==> src/rtl/pcd_pkg.sv <==
package pcd_pkg;

    localparam int PORT_W      = 8;
    localparam int MON_LSB     = 4;
    localparam int MON_W       = PORT_W - MON_LSB;
    localparam int SYNC_STAGES = 2;

    typedef enum logic [1:0] {
        FLAG_HOLD = 2'd0,
        FLAG_SET  = 2'd1,
        FLAG_CLR  = 2'd2
    } flag_act_e;

    typedef struct packed {
        logic rd;
        logic wr;
        logic clr;
    } host_evt_t;

    // Set outranks clear: a live mismatch re-asserts every cycle.
    function automatic flag_act_e pick_action(input logic mismatch, input logic clr);
        if (mismatch)
            return FLAG_SET;
        else if (clr)
            return FLAG_CLR;
        return FLAG_HOLD;
    endfunction

    function automatic logic apply_action(input flag_act_e act, input logic cur);
        case (act)
            FLAG_SET: return 1'b1;
            FLAG_CLR: return 1'b0;
            default:  return cur;
        endcase
    endfunction

    function automatic logic is_access(input host_evt_t ev);
        return ev.rd | ev.wr;
    endfunction

endpackage

==> src/rtl/pcd_sync.sv <==
module pcd_sync #(
    parameter int W      = 4,
    parameter int STAGES = 2
) (
    input  logic         clk_i,
    input  logic [W-1:0] d_i,
    output logic [W-1:0] q_o
);

    logic [W-1:0] stage_q [STAGES];

    for (genvar s = 0; s < STAGES; s++) begin : g_stage
        if (s == 0) begin : g_first
            always_ff @(posedge clk_i) stage_q[s] <= d_i;
        end else begin : g_rest
            always_ff @(posedge clk_i) stage_q[s] <= stage_q[s-1];
        end
    end

    assign q_o = stage_q[STAGES-1];

endmodule

==> src/rtl/pcd_snapshot.sv <==
module pcd_snapshot #(
    parameter int W = 4
) (
    input  logic         clk_i,
    input  logic         rst_i,
    input  logic         access_i,
    input  logic [W-1:0] live_i,
    input  logic [W-1:0] dir_i,
    output logic         mismatch_o
);

    logic [W-1:0] snap_q;
    logic [W-1:0] diff_bits;

    always_ff @(posedge clk_i) begin
        if (rst_i || access_i)
            snap_q <= live_i;
    end

    for (genvar b = 0; b < W; b++) begin : g_cmp
        assign diff_bits[b] = dir_i[b] & (live_i[b] ^ snap_q[b]);
    end

    assign mismatch_o = |diff_bits;

    // an access captures the live nibble seen at that edge
    assert_snap_reload_R6: assert property (@(posedge clk_i) disable iff (rst_i)
        access_i |=> (snap_q == $past(live_i)));

    // with every monitored bit set to output there is never a mismatch
    assert_outputs_excluded_R2: assert property (@(posedge clk_i) disable iff (rst_i)
        (dir_i == '0) |-> !mismatch_o);

endmodule

==> src/rtl/pcd_flag.sv <==
module pcd_flag
    import pcd_pkg::*;
(
    input  logic clk_i,
    input  logic rst_i,
    input  logic mismatch_i,
    input  logic clr_i,
    output logic flag_o
);

    flag_act_e act;
    logic      flag_q;

    assign act = pick_action(mismatch_i, clr_i);

    always_ff @(posedge clk_i) begin
        if (rst_i)
            flag_q <= 1'b0;
        else
            flag_q <= apply_action(act, flag_q);
    end

    assign flag_o = flag_q;

    // a mismatch always leaves the flag set, clear or not
    assert_set_wins_R7: assert property (@(posedge clk_i) disable iff (rst_i)
        mismatch_i |=> flag_q);

    // a clear without a mismatch drops the flag
    assert_clear_takes_R6: assert property (@(posedge clk_i) disable iff (rst_i)
        (clr_i && !mismatch_i) |=> !flag_q);

    // the flag only rises after a mismatch
    assert_rise_cause_R4: assert property (@(posedge clk_i) disable iff (rst_i)
        $rose(flag_q) |-> $past(mismatch_i));

    // without a clear the flag never falls
    assert_sticky_R10: assert property (@(posedge clk_i) disable iff (rst_i)
        (flag_q && !clr_i) |=> flag_q);

endmodule

==> src/rtl/port_change_detect.sv <==
module port_change_detect
    import pcd_pkg::*;
#(
    parameter int PW   = PORT_W,
    parameter int LSB  = MON_LSB,
    parameter int SYNC = SYNC_STAGES
) (
    input  logic          clk_i,
    input  logic          rst_i,
    input  logic [PW-1:0] pin_i,
    input  logic [PW-1:0] dir_i,
    input  logic          port_rd_i,
    input  logic          port_wr_i,
    input  logic          flag_clr_i,
    output logic          irq_flag_o,
    output logic          wake_o
);

    localparam int MW = PW - LSB;

    host_evt_t     evt;
    logic [MW-1:0] pin_mon;
    logic [MW-1:0] dir_mon;
    logic [MW-1:0] live;
    logic          mismatch;
    logic          flag;
    logic          unused_low;

    assign evt        = '{rd: port_rd_i, wr: port_wr_i, clr: flag_clr_i};
    assign pin_mon    = pin_i[PW-1:LSB];
    assign dir_mon    = dir_i[PW-1:LSB];
    assign unused_low = ^{pin_i[LSB-1:0], dir_i[LSB-1:0]};

    pcd_sync #(.W(MW), .STAGES(SYNC)) u_sync (
        .clk_i (clk_i),
        .d_i   (pin_mon),
        .q_o   (live)
    );

    pcd_snapshot #(.W(MW)) u_snap (
        .clk_i      (clk_i),
        .rst_i      (rst_i),
        .access_i   (is_access(evt)),
        .live_i     (live),
        .dir_i      (dir_mon),
        .mismatch_o (mismatch)
    );

    pcd_flag u_flag (
        .clk_i      (clk_i),
        .rst_i      (rst_i),
        .mismatch_i (mismatch),
        .clr_i      (evt.clr),
        .flag_o     (flag)
    );

    assign irq_flag_o = flag;
    assign wake_o     = flag;

    // the cycle after reset the flag is low
    assert_reset_clear_R9: assert property (@(posedge clk_i) disable iff (rst_i)
        $fell(rst_i) |-> !irq_flag_o);

endmodule

==> config.mk <==
export PLATFORM = sky130hd
export DESIGN_NAME = port_change_detect
export DESIGN_NICKNAME = d
export VERILOG_FILES = /design/src/rtl/pcd_pkg.sv /design/src/rtl/pcd_sync.sv /design/src/rtl/pcd_snapshot.sv /design/src/rtl/pcd_flag.sv /design/src/rtl/port_change_detect.sv
export SDC_FILE = /design/constraint.sdc
export NUM_CORES = 1
export LEC_CHECK = 0
export BUFFER_PORTS_ARGS = -buffer_cell sky130_fd_sc_hd__buf_2
export CORE_AREA = 5 5 42 44
export CTS_CLUSTER_DIAMETER = 30
export CTS_CLUSTER_SIZE = 8
export DETAILED_ROUTE_END_ITERATION = 12
export DIE_AREA = 0 0 47 49
export PLACE_DENSITY = 0.59
export SLEW_MARGIN = 20
export SYNTH_ARGS = -nofsm -noshare
export SYNTH_HDL_FRONTEND = slang
export SYNTH_SLANG_ARGS = --single-unit
==> constraint.sdc <==
create_clock -name clk_i -period 1.35 [get_ports clk_i]
set_input_delay 0.135 -clock clk_i [delete_from_list [all_inputs] [get_ports clk_i]]
set_output_delay 0.135 -clock clk_i [all_outputs]
set_load 0.02 [all_outputs]
**Yosys cells after proc, flatten, opt, wreduce, memory -nomap -nowiden**

Memories as Yosys holds them, arrays and structs flattened.
Index checks and enable logic that the tools add are counted.

- RAM bits: 8
- Bits in registers: 5
- Memories: 1
- Logic and storage cells: 23

Memories:

| memory | depth | bits a word | rd ports | clocked after Yosys merged registers in | write ports | line | source |
|---|---|---|---|---|---|---|---|
| u_sync.stage_q | 2 | 4 | 2 | 0 | 2 | pcd_sync.sv:10 | `logic [W-1:0] stage_q [STAGES];` |

- Eq/ne operators: 2
- Reductions and logical operators: 3
- Bitwise operators: 9
- Muxes and demuxes: 6

Operator list:

| kind | number |
|---|---|
| $mux W2 | 3 |
| $and A1 B1 Y1 | 4 |
| $reduce_or A4 Y1 | 1 |
| $xor A1 B1 Y1 | 4 |
| $eq A2 B1 Y1 const B | 1 |
| $eq A2 B2 Y1 const B | 1 |
| $mux W1 | 2 |
| $pmux W1 S2 | 1 |
| $reduce_bool A2 Y1 | 1 |
| $logic_or A1 B1 Y1 | 1 |
| $or A1 B1 Y1 | 1 |

**Depth between registers and ports, before layout**

Gate-level depths: netlist of the first run.

- Depth after elaboration: 7
- Depth in mapped cells: 3

**Modules after synthesis**

From an unflattened synthesis of the first run, not the netlist that was laid out.

- Cells, all modules: 30
- Area total of the unflattened synthesis: 422.9 um2

Modules (own cells, without submodules):

| module | instances | area an instance (um2) | cells each |
|---|---|---|---|
| pcd_sync | 1 | 190.2 | 12 |
| pcd_snapshot | 1 | 180.2 | 12 |
| pcd_flag | 1 | 38.8 | 4 |
| port_change_detect | 1 | 13.8 | 2 |

**Least setup slack after synthesis of the first run**

No wires, ideal clock.

- Path type: reg2reg
- From: register u_snap.snap_q[3]
- To: register u_flag.flag_q, in the netlist u_flag.flag_o
- Path buffers: 0
- Arrival time: 0.915 ns
- Path slack: 0.308 ns
- Data required time: 1.224 ns
- Setup time: 0.126 ns
- Stages on the path, launching flop included: 4
- Period minus slack after synthesis: 1.042 ns
- Cells stage by stage: edfxtp_1 -> xor2_1 -> a222oi_1 -> a21oi_1

- Longest elaborated chain between the ends: 7

RTL lines:

| element | line | source |
|---|---|---|
| start, declared | pcd_snapshot.sv:12 | `logic [W-1:0] snap_q;` |
| start signal, assigned | pcd_snapshot.sv:17 | `snap_q <= live_i;` |
| $xor A1 B1 Y1 (*) | pcd_snapshot.sv:21 | `assign diff_bits[b] = dir_i[b] & (live_i[b] ^ snap_q[b]);` |
| $and A1 B1 Y1 (*) | pcd_snapshot.sv:21 |  |
| $reduce_or A4 Y1 (*) | pcd_snapshot.sv:24 | `assign mismatch_o = \|diff_bits;` |
| $mux W2 or $mux W1 (tied branches) | pcd_pkg.sv:22 | `if (mismatch)` |
| $mux W2 (*) | pcd_pkg.sv:26 | `return FLAG_HOLD;` |
| $eq A2 B2 Y1 or $eq A2 B1 Y1 (tied branches) | pcd_pkg.sv:30 | `case (act)` |
| $pmux W1 S2 or $reduce_bool A2 Y1 (tied branches) | n/a |  |
| end signal, assigned | pcd_flag.sv:20 | `flag_q <= apply_action(act, flag_q);` |
| end, declared | pcd_flag.sv:12 | `logic flag_q;` |

Mark *: on every way between the ends. The rest lies on a longest branch, timed or not.
A chain may end at the register's enable or synchronous reset.

**Worst setup path after layout of the first run**

Same ends and word-level chain as after synthesis.

==> metrics.yaml, run 1 <==
status: "completed"
cp.arrival_ps: 1300
syn_area_per_cell_um2: 16.3
yosysUniqueCellTypes: 8
drtAntennaViolNets: 0
post_cts_buffers: 0
skew_ps: 0.466
postPlaceCellArea_um2: 458
drc: 0
cts_buffers: 3
reg2reg_depth: 3
die_w_um: 47
n_antenna_cell: 0
endpoint_kind: "register"
cap_violations: 0
wl_per_cell_um: 8.77
antenna_found_initial: 0
clock_latency_ps: 260
worstPathMaxFanout: 1
p_total_mw: 0.726
grtUsageTotal: 0.0692
first_pass_iters: 4
ys_ff_latch: 13
timing.final.max_slew_violations: 0
critPathLaunchType: "register"
syn_inst: 23
holdBufCountCts: 4
timing.final.crit_period_ps: 1160
grt_max_degree: 8
coreArea_um2: 1400
vdd_drop_max_mv: 0.652
grt_first_pass_wirelength_mm: 1.08
clk_pin_slew_ps: 70
fin_nets: 66
setup_viol: 0
io_pins: 23
powerDensity_nw_per_um2: 1380
cts-resized-gates: 0
hold_depth: 2
fillCellCount: 139
r2r_end: "u_flag.flag_o$_SDFFE_PP0P_"
cp.required_ps: 1490
std_cell_rows: 14
finalHoldViolCount: 0
cts_root_buf: "clkbuf_4"
vias_per_cell: 3.82
max_slew.worst_pin.slew_ps: 323
min_to: "u_flag.flag_o$_SDFFE_PP0P_"
gp_congestion: 0.598
synth_area_um2: 375
r2r_slack_ps: 190
rsz0062_at_grt: "false"
leakage_nw: 0.231
cts.sinks: 13
drt_iter0_drc: 4
clk_path_buf_depth: 2
first_global_vias: 244
hold_path.class: "input port to register"
max_freq_mhz: 865
yosys_warnings: 0
final_cell_area_um2: 524
start_util: 0.268
cts_tree: "yes"
worstSetupPathType: "register to register"
min_from: "rst_i"
area_growth_pct: 39.7
max_slew_margin: 0.785
die_y_um: 49
layout-drive-gt1-share: 0.386
grt.overflow.total: 0
port_buffers: 14
htree_levels: 1
wl_um: 526
reg2reg_from: "u_snap.snap_q[3]$_DFFE_PP_"
yosys.area.top_type: "dfxtp_1"
vias: 229
dieArea_um2: 2300
min_period_over_period: 0.856
synthTopCellsByArea: "dfxtp_1 48%, edfxtp_1 32%, xor2_1 9.3%"
syn_nets: 44
ys_seq_area_frac: 0.800
timing.setup.tns_ps: 0
synth.top_cell.area_share: 0.480
routing by layer:
| metal | part of all wire | vias to the layer above | GRT usage | wire, um |
|---|---|---|---|---|
| li1 | - | 120 | - | - |
| met2 | 0.46 | 10 | 0.0814 | 242 |
| met3 | 0.11 | 2 | 0.0332 | 56 |
| met4 | 0.029 | 0 | 0.0691 | 15 |
| met1 | 0.40 | 97 | 0.0849 | 211 |
| met5 | 0 | - | 0 | 0 |
cells by family after synthesis:
logic type	after synthesis	synth area share
flops	13	0.800
xor+xnor	4	0.0933
compound gates	3	0.0533
simple gates	2	0.0334
buf+inv	1	0.0200
metrics by stage:
stage | std cells | utilization | setup WS (ps) | hold WS [ps]
2_1_floorplan | 23 | - | 308 | 163
3_3_place_gp | 52 | 0.327 | 183 | 237
3_5_place_dp | 52 | 0.327 | 158 | 240
4_1_cts | 60 | 0.374 | 144 | 27.3
5_1_grt | 60 | 0.374 | 74.4 | 22.6
6_report | 60 | 0.374 | 194 | 32.9
cells in the mapped netlist:
library cell and n:
buf_4 1, dfxtp_1 9, a222oi_1 1, a21oi_1 2
xor2_1 4, nor2b_1 1, or3_1 1, edfxtp_1 4
registers in the layout, indices dropped and copies added, names as in the netlist:
register / cells
u_sync.stage_q: 8
u_snap.snap_q: 4
u_flag.flag_o: 1
how the worst max path moves through the flow:
stage                                    start                         end  slack [ps]  depth (start not counted)
detailed placement  u_snap.snap_q[3]$_DFFE_PP_  u_flag.flag_o$_SDFFE_PP0P_         160                          3
finish              u_snap.snap_q[3]$_DFFE_PP_  u_flag.flag_o$_SDFFE_PP0P_         190                          3
CTS                 u_snap.snap_q[3]$_DFFE_PP_  u_flag.flag_o$_SDFFE_PP0P_         140                          3
global route        u_snap.snap_q[3]$_DFFE_PP_  u_flag.flag_o$_SDFFE_PP0P_          70                          3
floorplan           u_snap.snap_q[3]$_DFFE_PP_  u_flag.flag_o$_SDFFE_PP0P_         310                          3
global placement    u_snap.snap_q[3]$_DFFE_PP_  u_flag.flag_o$_SDFFE_PP0P_         180                          3
placed cells by master, fill, tap and decap left out:
cell and n:
a21oi_1 2, a222oi_1 1, buf_2 14, clkbuf_1 1, clkbuf_4 3, dfxtp_1 9
dlygate4sd3_1 4, edfxtp_1 4, nor2b_1 1, or3_1 1, xor2_1 4
report_power, final:
part / internal [mW] / leakage, nW / switching (mW) / total (mW)
combinational: 0.0369 / 0.0986 / 0.0257 / 0.0626
clock: 0.114 / 0.0150 / 0.109 / 0.223
sequential: 0.429 / 0.117 / 0.0105 / 0.440
total: 0.580 / 0.231 / 0.145 / 0.726
final cells by class:
class,count,area (um2),area share
flip-flops and latches,13,300,0.573
repair buffers,18,110,0.210
multi-input cells,9,67.6,0.129
clock buffers,4,26.3,0.0501
well taps,16,20.0,0.0382
worst max-delay path, cell delays in order (launching register included):
cell,delay [ps]
edfxtp_1,380
xor2_1,170
a222oi_1,370
a21oi_1,120
No activity file was read; power rests on OpenSTA's default activity.
==> run 2: changes to the inputs <==
Settings changed: BUFFER_PORTS_ARGS -buffer_cell sky130_fd_sc_hd__buf_2 to -buffer_cell sky130_fd_sc_hd__buf_4, SLEW_MARGIN 20 to not set.
==> metrics.yaml, run 2 (synthesis gave the netlist of run 1 again) <==
status: "completed"
grtUsageTotal: 0.0713  # +0.00204
coreArea_um2: 1400  # unchanged
skew_ps: 0.266  # -0.199 ps
reg2reg_depth: 3  # unchanged
max_slew.worst_pin.slew_ps: 310  # -13.0 ps
first_pass_iters: 4  # unchanged
critPathLaunchType: "register"
timing.final.crit_period_ps: 1150  # -2.89 ps
final_cell_area_um2: 559  # +6.7%
powerDensity_nw_per_um2: 1310  # -5.1%
finalHoldViolCount: 0  # unchanged
drc: 0  # unchanged
clk_pin_slew_ps: 70  # about the same
rsz0062_at_grt: "false"
clk_path_buf_depth: 2  # unchanged
timing.final.max_slew_violations: 0  # unchanged
max_freq_mhz: 867  # +0.25%
layout-drive-gt1-share: 0.386  # unchanged
setup_viol: 0  # unchanged
first_global_vias: 289  # +18%
grt.overflow.total: 0  # unchanged
cts_tree: "yes"
top_register: "u_sync.stage_q"
n_antenna_cell: 0  # unchanged
leakage_nw: 0.243  # +5.0%
holdBufCountCts: 4  # unchanged
drtAntennaViolNets: 0  # unchanged
final_common_cell: "buf_4"
htree_levels: 1  # unchanged
grt_first_pass_wirelength_mm: 1.12  # +3.8%
final_cell_mix: "14 x buf_4, 9 x dfxtp_1, 4 x xor2_1, 4 x dlygate4sd3_1, 4 x edfxtp_1"
grt_max_degree: 8  # unchanged
dieArea_um2: 2300  # unchanged
die_w_um: 47  # unchanged
cap_violations: 0  # unchanged
vias_per_cell: 4.05  # +6.1%
clock_latency_ps: 260  # about the same
cp.arrival_ps: 1290  # about the same
cts.sinks: 13  # unchanged
timing.setup.tns_ps: 0  # unchanged
io_pins: 23  # unchanged
max_slew_margin: 0.794  # +0.00863
endpoint_kind: "register"
std_cell_rows: 14  # unchanged
vias: 243  # +6.1%
min_period_over_period: 0.854  # -0.00214
wl_um: 620  # +18%
worstPathMaxFanout: 1  # unchanged
area_growth_pct: 49.0
cts_root_buf: "clkbuf_4"
post_cts_buffers: 0  # unchanged
fin_nets: 66  # unchanged
worstSetupPathType: "register to register"
gp_congestion: 0.591  # -1.2%
hold_depth: 2  # unchanged
wl_per_cell_um: 10.3  # +18%
hold_path.class: "input port to register"
die_y_um: 49  # unchanged
vdd_drop_max_mv: 0.537  # -18%
cts_buffers: 3  # unchanged
postPlaceCellArea_um2: 493  # +7.7%
cp.required_ps: 1490  # about the same
register_area_um2: 300  # unchanged
multi_input_area_um2: 67.6  # unchanged
start_util: 0.268  # unchanged
antenna_found_initial: 0  # unchanged
port_buffers: 14  # unchanged
cts-resized-gates: 0  # unchanged
place_hpwl_um: 503
fillCellCount: 140  # +0.72%
drt_iter0_drc: 1  # -3
largest_reg_flops: 8  # unchanged
[run 2: cell types whose count changed in the layout (fill, tap and decap cells not counted)]
cell   previous run  this run
buf_2            14         0
buf_4             0        14
[run 2: final timing paths]
kind	start	endpoint	slack, ps
worst max-delay path	u_snap.snap_q[3]$_DFFE_PP_	u_flag.flag_o$_SDFFE_PP0P_	200
worst min register to register	u_sync.stage_q[0][0]$_DFF_P_	u_sync.stage_q[0][4]$_DFF_P_	330
worst max register to register	u_snap.snap_q[3]$_DFFE_PP_	u_flag.flag_o$_SDFFE_PP0P_	200
worst min-delay path	rst_i	u_flag.flag_o$_SDFFE_PP0P_	40
[run 2: metrics by stage]
stage	setup slack [ps]	util	hold slack [ps]	cells	total power, mW
after detailed placement	182	0.352	241	52	0.520
after global placement	221	0.352	240	52	0.515
final	197	0.399	37.8	60	0.734
after CTS	182	0.399	25.6	60	0.752
after floorplan	308	-	163	23	0.480
after global routing	124	0.399	12.9	60	0.786
[run 2: critical path, stage by stage (launching register included)]
cell,delay (ps)
edfxtp_1,380
xor2_1,170
a222oi_1,360
a21oi_1,120
[run 2: power breakdown]
group	leakage, nW	internal, mW	switching [mW]
registers	0.117	0.429	0.0116
clock network	0.0150	0.114	0.101
logic	0.110	0.0502	0.0280
[run 2: layer usage]
| metal | share of wire | GRT usage | vias up |
|---|---|---|---|
| li1 | - | - | 122 |
| met5 | 0 | 0 | - |
| met3 | 0.092 | 0.0369 | 0 |
| met4 | 0 | 0.0415 | 0 |
| met2 | 0.59 | 0.113 | 8 |
| met1 | 0.32 | 0.0708 | 113 |
[run 2: cell type report]
type / count / share of cell area
clock buffers: 4 / 0.0470
flip-flops and latches: 13 / 0.537
repair buffers: 18 / 0.260
well taps: 16 / 0.0358
multi-input cells: 9 / 0.121
